### config.mk
export PLATFORM = sky130hd
export DESIGN_NAME = li_charger_ctrl
export DESIGN_NICKNAME = d
export VERILOG_FILES = /design/src/rtl/lichg_pkg.sv /design/src/rtl/lichg_timer.sv /design/src/rtl/lichg_halver.sv /design/src/rtl/li_charger_ctrl.sv
export SDC_FILE = /design/constraint.sdc
export NUM_CORES = 1
export LEC_CHECK = 0
export BUFFER_PORTS_ARGS = -buffer_cell sky130_fd_sc_hd__buf_2
export CORE_MARGIN = 8
export CORE_UTILIZATION = 26
export CTS_CLUSTER_DIAMETER = 40
export CTS_CLUSTER_SIZE = 25
export DETAILED_ROUTE_END_ITERATION = 6
export GPL_TIMING_DRIVEN = 0
export PLACE_DENSITY = 0.41
export SLEW_MARGIN = 20
export SYNTH_ARGS = -nofsm -noshare
export SYNTH_HDL_FRONTEND = slang
export SYNTH_SLANG_ARGS = --single-unit
### constraint.sdc
create_clock -name clk -period 5.25 [get_ports clk]
set_clock_uncertainty 0.1 [all_clocks]
set_input_delay 0 -clock clk [delete_from_list [all_inputs] [get_ports clk]]
set_output_delay 0 -clock clk [all_outputs]
set_load 0.02 [all_outputs]
### src/rtl/lichg_pkg.sv
package lichg_pkg;
  localparam int STATE_W = 3;

  typedef enum logic [STATE_W-1:0] {
    CS_IDLE   = 3'd0,
    CS_PRE    = 3'd1,
    CS_CC     = 3'd2,
    CS_CV     = 3'd3,
    CS_TOPOFF = 3'd4,
    CS_DONE   = 3'd5,
    CS_FAULT  = 3'd6
  } chg_state_e;
endpackage

### src/rtl/lichg_timer.sv
module lichg_timer #(
  parameter int W = 8
) (
  input  logic         clk,
  input  logic         rst_n,
  input  logic         clr,
  input  logic         en,
  input  logic [W-1:0] limit,
  output logic         expired
);
  logic [W-1:0] cnt;

  always_ff @(posedge clk or negedge rst_n) begin
    if (!rst_n)                 cnt <= '0;
    else if (clr)               cnt <= '0;
    else if (en && cnt < limit) cnt <= cnt + 1'b1;
  end

  assign expired = (cnt >= limit);
endmodule

### src/rtl/lichg_halver.sv
module lichg_halver #(
  parameter int W = 6
) (
  input  logic [W-1:0] code_in,
  input  logic         halve,
  output logic [W-1:0] code_out
);
  logic [W-1:0] shifted;

  always_comb begin
    shifted = code_in >> 1;
    if (!halve)              code_out = code_in;
    else if (shifted == '0)  code_out = code_in;
    else                     code_out = shifted;
  end
endmodule

### src/rtl/li_charger_ctrl.sv
module li_charger_ctrl
  import lichg_pkg::*;
#(
  parameter int ICODE_W     = 6,
  parameter int PREQ_UNIT   = 900000,
  parameter int FAST_UNIT   = 3600000,
  parameter int TOPOFF_UNIT = 600000,
  parameter int RECHG_TICKS = 50
) (
  input  logic               clk,
  input  logic               rst_n,
  input  logic               tick,
  input  logic               chg_en,
  input  logic               vin_ok,
  input  logic               bat_present,
  input  logic               vbat_low,
  input  logic               vbat_at_reg,
  input  logic               ibat_below_topoff,
  input  logic               vbat_below_rechg_lo,
  input  logic               vbat_below_rechg_hi,
  input  logic               zone_cold,
  input  logic               zone_cool,
  input  logic               zone_warm,
  input  logic               zone_hot,
  input  logic               therm_reg,
  input  logic               ntc_en,
  input  logic [ICODE_W-1:0] icode_pre,
  input  logic [ICODE_W-1:0] icode_cc,
  input  logic [1:0]         topoff_sel,
  input  logic [1:0]         preq_sel,
  input  logic [1:0]         fast_sel,
  input  logic               rechg_sel,
  output logic [2:0]         chg_state,
  output logic [ICODE_W-1:0] i_set,
  output logic               cv_lower,
  output logic               chg_suspend,
  output logic               fault_evt,
  output logic               done_evt
);
  localparam int PREQ_MAX = 4 * PREQ_UNIT;
  localparam int FAST_MAX = 9 * FAST_UNIT;
  localparam int SAFE_MAX = (PREQ_MAX > FAST_MAX) ? PREQ_MAX : FAST_MAX;
  localparam int SAFE_W   = $clog2(SAFE_MAX + 1);
  localparam int TOP_W    = $clog2(4 * TOPOFF_UNIT + 1);
  localparam int RCH_W    = $clog2(RECHG_TICKS + 1);

  chg_state_e state_q, state_d;
  logic fault_d, done_d;
  logic en_q, bat_q, vin_q;
  logic supply_ok, start_evt;
  logic active, safety_run, susp;

  // charge qualification and start detection
  assign supply_ok = chg_en && bat_present && vin_ok;
  assign start_evt = supply_ok && !(en_q && bat_q && vin_q);

  assign active     = (state_q == CS_PRE) || (state_q == CS_CC) ||
                      (state_q == CS_CV)  || (state_q == CS_TOPOFF);
  assign safety_run = (state_q == CS_PRE) || (state_q == CS_CC) ||
                      (state_q == CS_CV);
  assign susp       = active && ntc_en && (zone_cold || zone_hot);

  // safety timer: shared between pre-charge and fast-charge limits
  logic [SAFE_W-1:0] safe_lim;
  logic              safe_clr, safe_en, safe_exp, slow, phase_q;

  assign slow = therm_reg && (state_q == CS_CC);
  assign safe_lim = (state_q == CS_PRE)
                  ? SAFE_W'((int'(preq_sel) + 1) * PREQ_UNIT)
                  : SAFE_W'((3 + 2 * int'(fast_sel)) * FAST_UNIT);
  assign safe_clr = !safety_run ||
                    ((state_d == CS_PRE) && (state_q != CS_PRE)) ||
                    ((state_d == CS_CC)  && (state_q != CS_CC));
  assign safe_en  = tick && !susp && (!slow || phase_q);

  always_ff @(posedge clk or negedge rst_n) begin
    if (!rst_n)                  phase_q <= 1'b0;
    else if (safe_clr || !slow)  phase_q <= 1'b0;
    else if (tick && !susp)      phase_q <= !phase_q;
  end

  lichg_timer #(.W(SAFE_W)) u_safe (
    .clk(clk), .rst_n(rst_n), .clr(safe_clr), .en(safe_en),
    .limit(safe_lim), .expired(safe_exp)
  );

  // top-off timer
  logic [TOP_W-1:0] top_lim;
  logic             top_exp;
  assign top_lim = TOP_W'((int'(topoff_sel) + 1) * TOPOFF_UNIT);

  lichg_timer #(.W(TOP_W)) u_topoff (
    .clk(clk), .rst_n(rst_n), .clr(state_q != CS_TOPOFF),
    .en(tick && !susp), .limit(top_lim), .expired(top_exp)
  );

  // recharge deglitch: selected comparator must hold continuously
  logic rechg_flag, rch_exp;
  assign rechg_flag = rechg_sel ? vbat_below_rechg_hi : vbat_below_rechg_lo;

  lichg_timer #(.W(RCH_W)) u_rechg (
    .clk(clk), .rst_n(rst_n), .clr((state_q != CS_DONE) || !rechg_flag),
    .en(tick), .limit(RCH_W'(RECHG_TICKS)), .expired(rch_exp)
  );

  // next-state logic
  always_comb begin
    state_d = state_q;
    fault_d = 1'b0;
    done_d  = 1'b0;
    if (!supply_ok) begin
      state_d = CS_IDLE;
    end else if (start_evt) begin
      state_d = vbat_low ? CS_PRE : CS_CC;
    end else if (!susp) begin
      case (state_q)
        CS_PRE: begin
          if (safe_exp)       begin state_d = CS_FAULT; fault_d = 1'b1; end
          else if (!vbat_low) state_d = CS_CC;
        end
        CS_CC: begin
          if (safe_exp)         begin state_d = CS_FAULT; fault_d = 1'b1; end
          else if (vbat_at_reg) state_d = CS_CV;
        end
        CS_CV: begin
          if (safe_exp)               begin state_d = CS_FAULT; fault_d = 1'b1; end
          else if (ibat_below_topoff) state_d = CS_TOPOFF;
        end
        CS_TOPOFF: begin
          if (top_exp) begin state_d = CS_DONE; done_d = 1'b1; end
        end
        CS_DONE: begin
          if (rch_exp) state_d = CS_CC;
        end
        default: state_d = state_q;
      endcase
    end
  end

  always_ff @(posedge clk or negedge rst_n) begin
    if (!rst_n) begin
      state_q   <= CS_IDLE;
      fault_evt <= 1'b0;
      done_evt  <= 1'b0;
      en_q      <= 1'b0;
      bat_q     <= 1'b0;
      vin_q     <= 1'b0;
    end else begin
      state_q   <= state_d;
      fault_evt <= fault_d;
      done_evt  <= done_d;
      en_q      <= chg_en;
      bat_q     <= bat_present;
      vin_q     <= vin_ok;
    end
  end

  // setpoint derating
  logic [ICODE_W-1:0] base_code, derated;
  logic               halve;
  assign base_code = (state_q == CS_PRE) ? icode_pre : icode_cc;
  assign halve     = (ntc_en && zone_cool) || slow;

  lichg_halver #(.W(ICODE_W)) u_halve (
    .code_in(base_code), .halve(halve), .code_out(derated)
  );

  assign chg_state   = state_q;
  assign i_set       = (active && !susp) ? derated : '0;
  assign chg_suspend = susp;
  assign cv_lower    = active && ntc_en && zone_warm;

  // assertions
  a_r12_force_idle: assert property (@(posedge clk) disable iff (!rst_n)
    !(chg_en && bat_present && vin_ok) |=> (chg_state == CS_IDLE));

  a_r7_freeze: assert property (@(posedge clk) disable iff (!rst_n)
    (chg_suspend && chg_en && bat_present && vin_ok) |=> $stable(chg_state));

  a_r7_zero_current: assert property (@(posedge clk) disable iff (!rst_n)
    chg_suspend |-> (i_set == '0));

  a_r4_done_pulse: assert property (@(posedge clk) disable iff (!rst_n)
    done_evt |-> (chg_state == CS_DONE) && ($past(chg_state) == CS_TOPOFF));

  a_r6_fault_pulse: assert property (@(posedge clk) disable iff (!rst_n)
    fault_evt |-> (chg_state == CS_FAULT));

  a_r2_pre_exit: assert property (@(posedge clk) disable iff (!rst_n)
    ((chg_state == CS_CC) && ($past(chg_state) == CS_PRE)) |-> !$past(vbat_low));

  a_r3_cv_entry: assert property (@(posedge clk) disable iff (!rst_n)
    ((chg_state == CS_CV) && ($past(chg_state) == CS_CC)) |-> $past(vbat_at_reg));

  a_r10_floor: assert property (@(posedge clk) disable iff (!rst_n)
    (active && !susp && (base_code != '0)) |-> (i_set != '0));
endmodule

==> flow_metrics.env <==
export IMPL_slew_violations=0
export IMPL_synth_cells=586
export IMPL_core_um2=20100
export IMPL_grt_most_used_layer="met2"
export IMPL_use_met3_pct=2.06
export IMPL_grt_pass1_vias=4623
export IMPL_r2r_slack_ps=550
export IMPL_wire_per_inst_um=14.7
export IMPL_layout_commonest_cell="nor2_1"
export IMPL_crit_start="chg_state[0]"
export IMPL_grt_pass1_wl_um=23100
export IMPL_worst_slack_ps=548
export IMPL_async_flop_share_pct=100
export IMPL_gr_usage_met2_pct=19.5
export IMPL_diodes=0
export IMPL_cts_tree="yes"
export IMPL_cts_root_buffer="clkbuf_16"
export IMPL_ys_ff_latch=62
export IMPL_post_dp_hpwl_um=10900
export IMPL_clk_pin_slew_ps=50
export IMPL_r2r_worst_path_cells=14
export IMPL_ys_seq_area_share_pct=29.4
export IMPL_clk_path_buf_depth=2
export IMPL_synth_area_um2=5280
export IMPL_worst_slew_pin_slew_ps=995
export IMPL_maxCapViolCount=0
export IMPL_hold_ws_ps=26.2
export IMPL_antenna_found_initial=0
export IMPL_max_slew_margin_pct=33.1
export IMPL_use_met1_pct=14.2
export IMPL_yosys_area_top_type="dfrtp_1"
export IMPL_setup_viol=0
export IMPL_final_hold_violation_count=0
export IMPL_grt_max_degree=39
export IMPL_die_area_um2=25100
export IMPL_crit_path_max_fanout=10
export IMPL_final_nets=755
export IMPL_netlist_area_leader_share_pct=29.4
export IMPL_ir_worst_vdd_uv=120
export IMPL_synth_cell_types=72
export IMPL_fillers=2131
export IMPL_htree_levels=3
export IMPL_post_cts_resize_count=0
export IMPL_drt_iter0_markers=198
export IMPL_ys_warn_count=0
export IMPL_setup_tns_ps=0
export IMPL_power_mw=1.20
export IMPL_pre_cts_ws_ps=295
export IMPL_fin_util_pct=30.9
export IMPL_drc_errors=0
export IMPL_synth_edf_count=0
export IMPL_multi_input_area_um2=3520
export IMPL_vias_per_cell=4.74
export IMPL_final_cell_mix="nor2_1 (64), ha_1 (63), dfrtp_1 (62), buf_2 (50), nand2_1 (48)"
export IMPL_rows=52
export IMPL_cts_setup_buffers=0
export IMPL_power_leakage_nw=2.69
export IMPL_status="finished, final reports clean"
export IMPL_grt_overflow_total=0
export IMPL_cts_hold_buf=7
export IMPL_worstSetupPathType="reg2reg"
export IMPL_drt_pass1_iter_count=4
export IMPL_die_y_um=159
export IMPL_fmax_ghz=0.213
export IMPL_drive_gt1_share_pct=17.5
export IMPL_synth_area_leaders="dfrtp_1 (29%), ha_1 (15%), xnor2_1 (5.8%)"
export IMPL_routed_wl_um=13700
export IMPL_clkLatencyLatePin_ps=330
export IMPL_final_antenna_net_count=0
export IMPL_r2r_start="chg_state[0]"
export IMPL_arrival_ps=4790
export IMPL_io_pin_count=49
export IMPL_area_growth_syn_to_layout_pct=17.7
export IMPL_fin_crit_ps=4700
export IMPL_fin_crit_sh_pct=89.6
export IMPL_rsz0062_at_grt="false"
export IMPL_required_ps=5340
export IMPL_io_buffer_count=48
export IMPL_place_congestion=0.794
export IMPL_synth_ff_type="dfrtp_1"
export IMPL_syn_area_per_cell_um2=9.01
export IMPL_track_usage_pct=11.5
export IMPL_critPathCaptureType="flip-flop"
export IMPL_die_w_um=159
export IMPL_vias=4399
export IMPL_final_seq_area_um2=1550
export IMPL_cts_buffers=9
export IMPL_initial_core_util_pct=26.3
export IMPL_cts_sinks=62
export IMPL_hold_path_class="in2async"
export IMPL_start_kind="flip-flop"
export IMPL_p_per_area_nw_per_um2=194
-- flip-flops by register name, summed over array words and instances (netlist names) --
| name | cells |
|---|---|
| bat_q | 1 |
| chg_state | 3 |
| done_evt | 1 |
| en_q | 1 |
| fault_evt | 1 |
| phase_q | 1 |
| u_rechg.cnt | 6 |
| u_safe.cnt | 25 |
| u_topoff.cnt | 22 |
| vin_q | 1 |
-- final cells by class --
type,instances,share of cell area (%)
Clock inverter,1,0.0805
Inverter,28,1.69
Clock buffer,15,4.14
Multi-Input combinational cell,477,56.5
Timing Repair Buffer,56,5.35
Tap cell,270,5.43
Sequential cell,62,24.9
Buffer,20,1.81
-- metal layers --
layer / vias to the layer above / routed length (um)
met5: - / 0
met4: 0 / 315
met3: 27 / 384
met2: 70 / 6610
met1: 2104 / 6370
li1: 2198 / -
-- synthesized netlist by cell type (4+ instances only) --
library cell and n:
ha_1 63, a21oi_1 29, xnor2_1 35, o21ai_0 12, xor2_1 28, mux2i_1 5
and4_1 7, a21o_1 4, nand2_1 48, nand3_1 21, nor2_1 64, nand4_1 14
and3_1 10, nor3_1 20, nor3_2 21, inv_1 28, nor2b_1 7, nand2b_1 7
dfrtp_1 62, a211oi_1 9, nor4_2 4, and2_1 6, clkbuf_1 12, o21a_1 5
o21ai_1 4
-- where the power goes --
| group | total (mW) | switching, mW | internal (mW) | leakage (nW) |
|---|---|---|---|---|
| registers | 0.482 | 0.00173 | 0.480 | 0.859 |
| logic | 0.183 | 0.111 | 0.0719 | 1.71 |
| clock network | 0.539 | 0.207 | 0.332 | 0.128 |
| total | 1.20 | 0.320 | 0.885 | 2.69 |
-- logic make-up after synthesis --
family                     synth area share (%)
xor gates and xnor gates                   10.4
DFF                                        29.4
buffers and inverters                      4.12
adders and majority gates                  15.7
AOI/OAI and AO/OA                          12.0
and+or+nand+nor                            26.7
muxes                                      1.59
other                                    0.0710
-- final timing paths --
kind | endpoint
max | u_safe.cnt[23]
min | u_topoff.cnt[12]
max reg2reg | u_safe.cnt[23]
min reg2reg | u_rechg.cnt[5]
max in group asynchronous | u_safe.cnt[12]
min in group clk | done_evt
-- critical path, cell delays in order (launching register included) --
cell and delay, ps:
dfrtp_1 360, buf_2 230, buf_1 360, and2_1 180, clkbuf_1 480, o311a_1 280, a21oi_1 60, ha_1 320
and4_1 200, a221oi_2 520, o2111ai_2 340, or4_4 650, nor3_1 230, xnor2_1 180, nor3_2 50
-- stage by stage --
step,instances,cell area (um2)
2_1_floorplan,587,5290
3_3_place_gp,905,5860
3_5_place_dp,906,5890
4_1_cts,929,6220
5_1_grt,929,6220
6_report,929,6220
(Power assumes the default switching activity.)
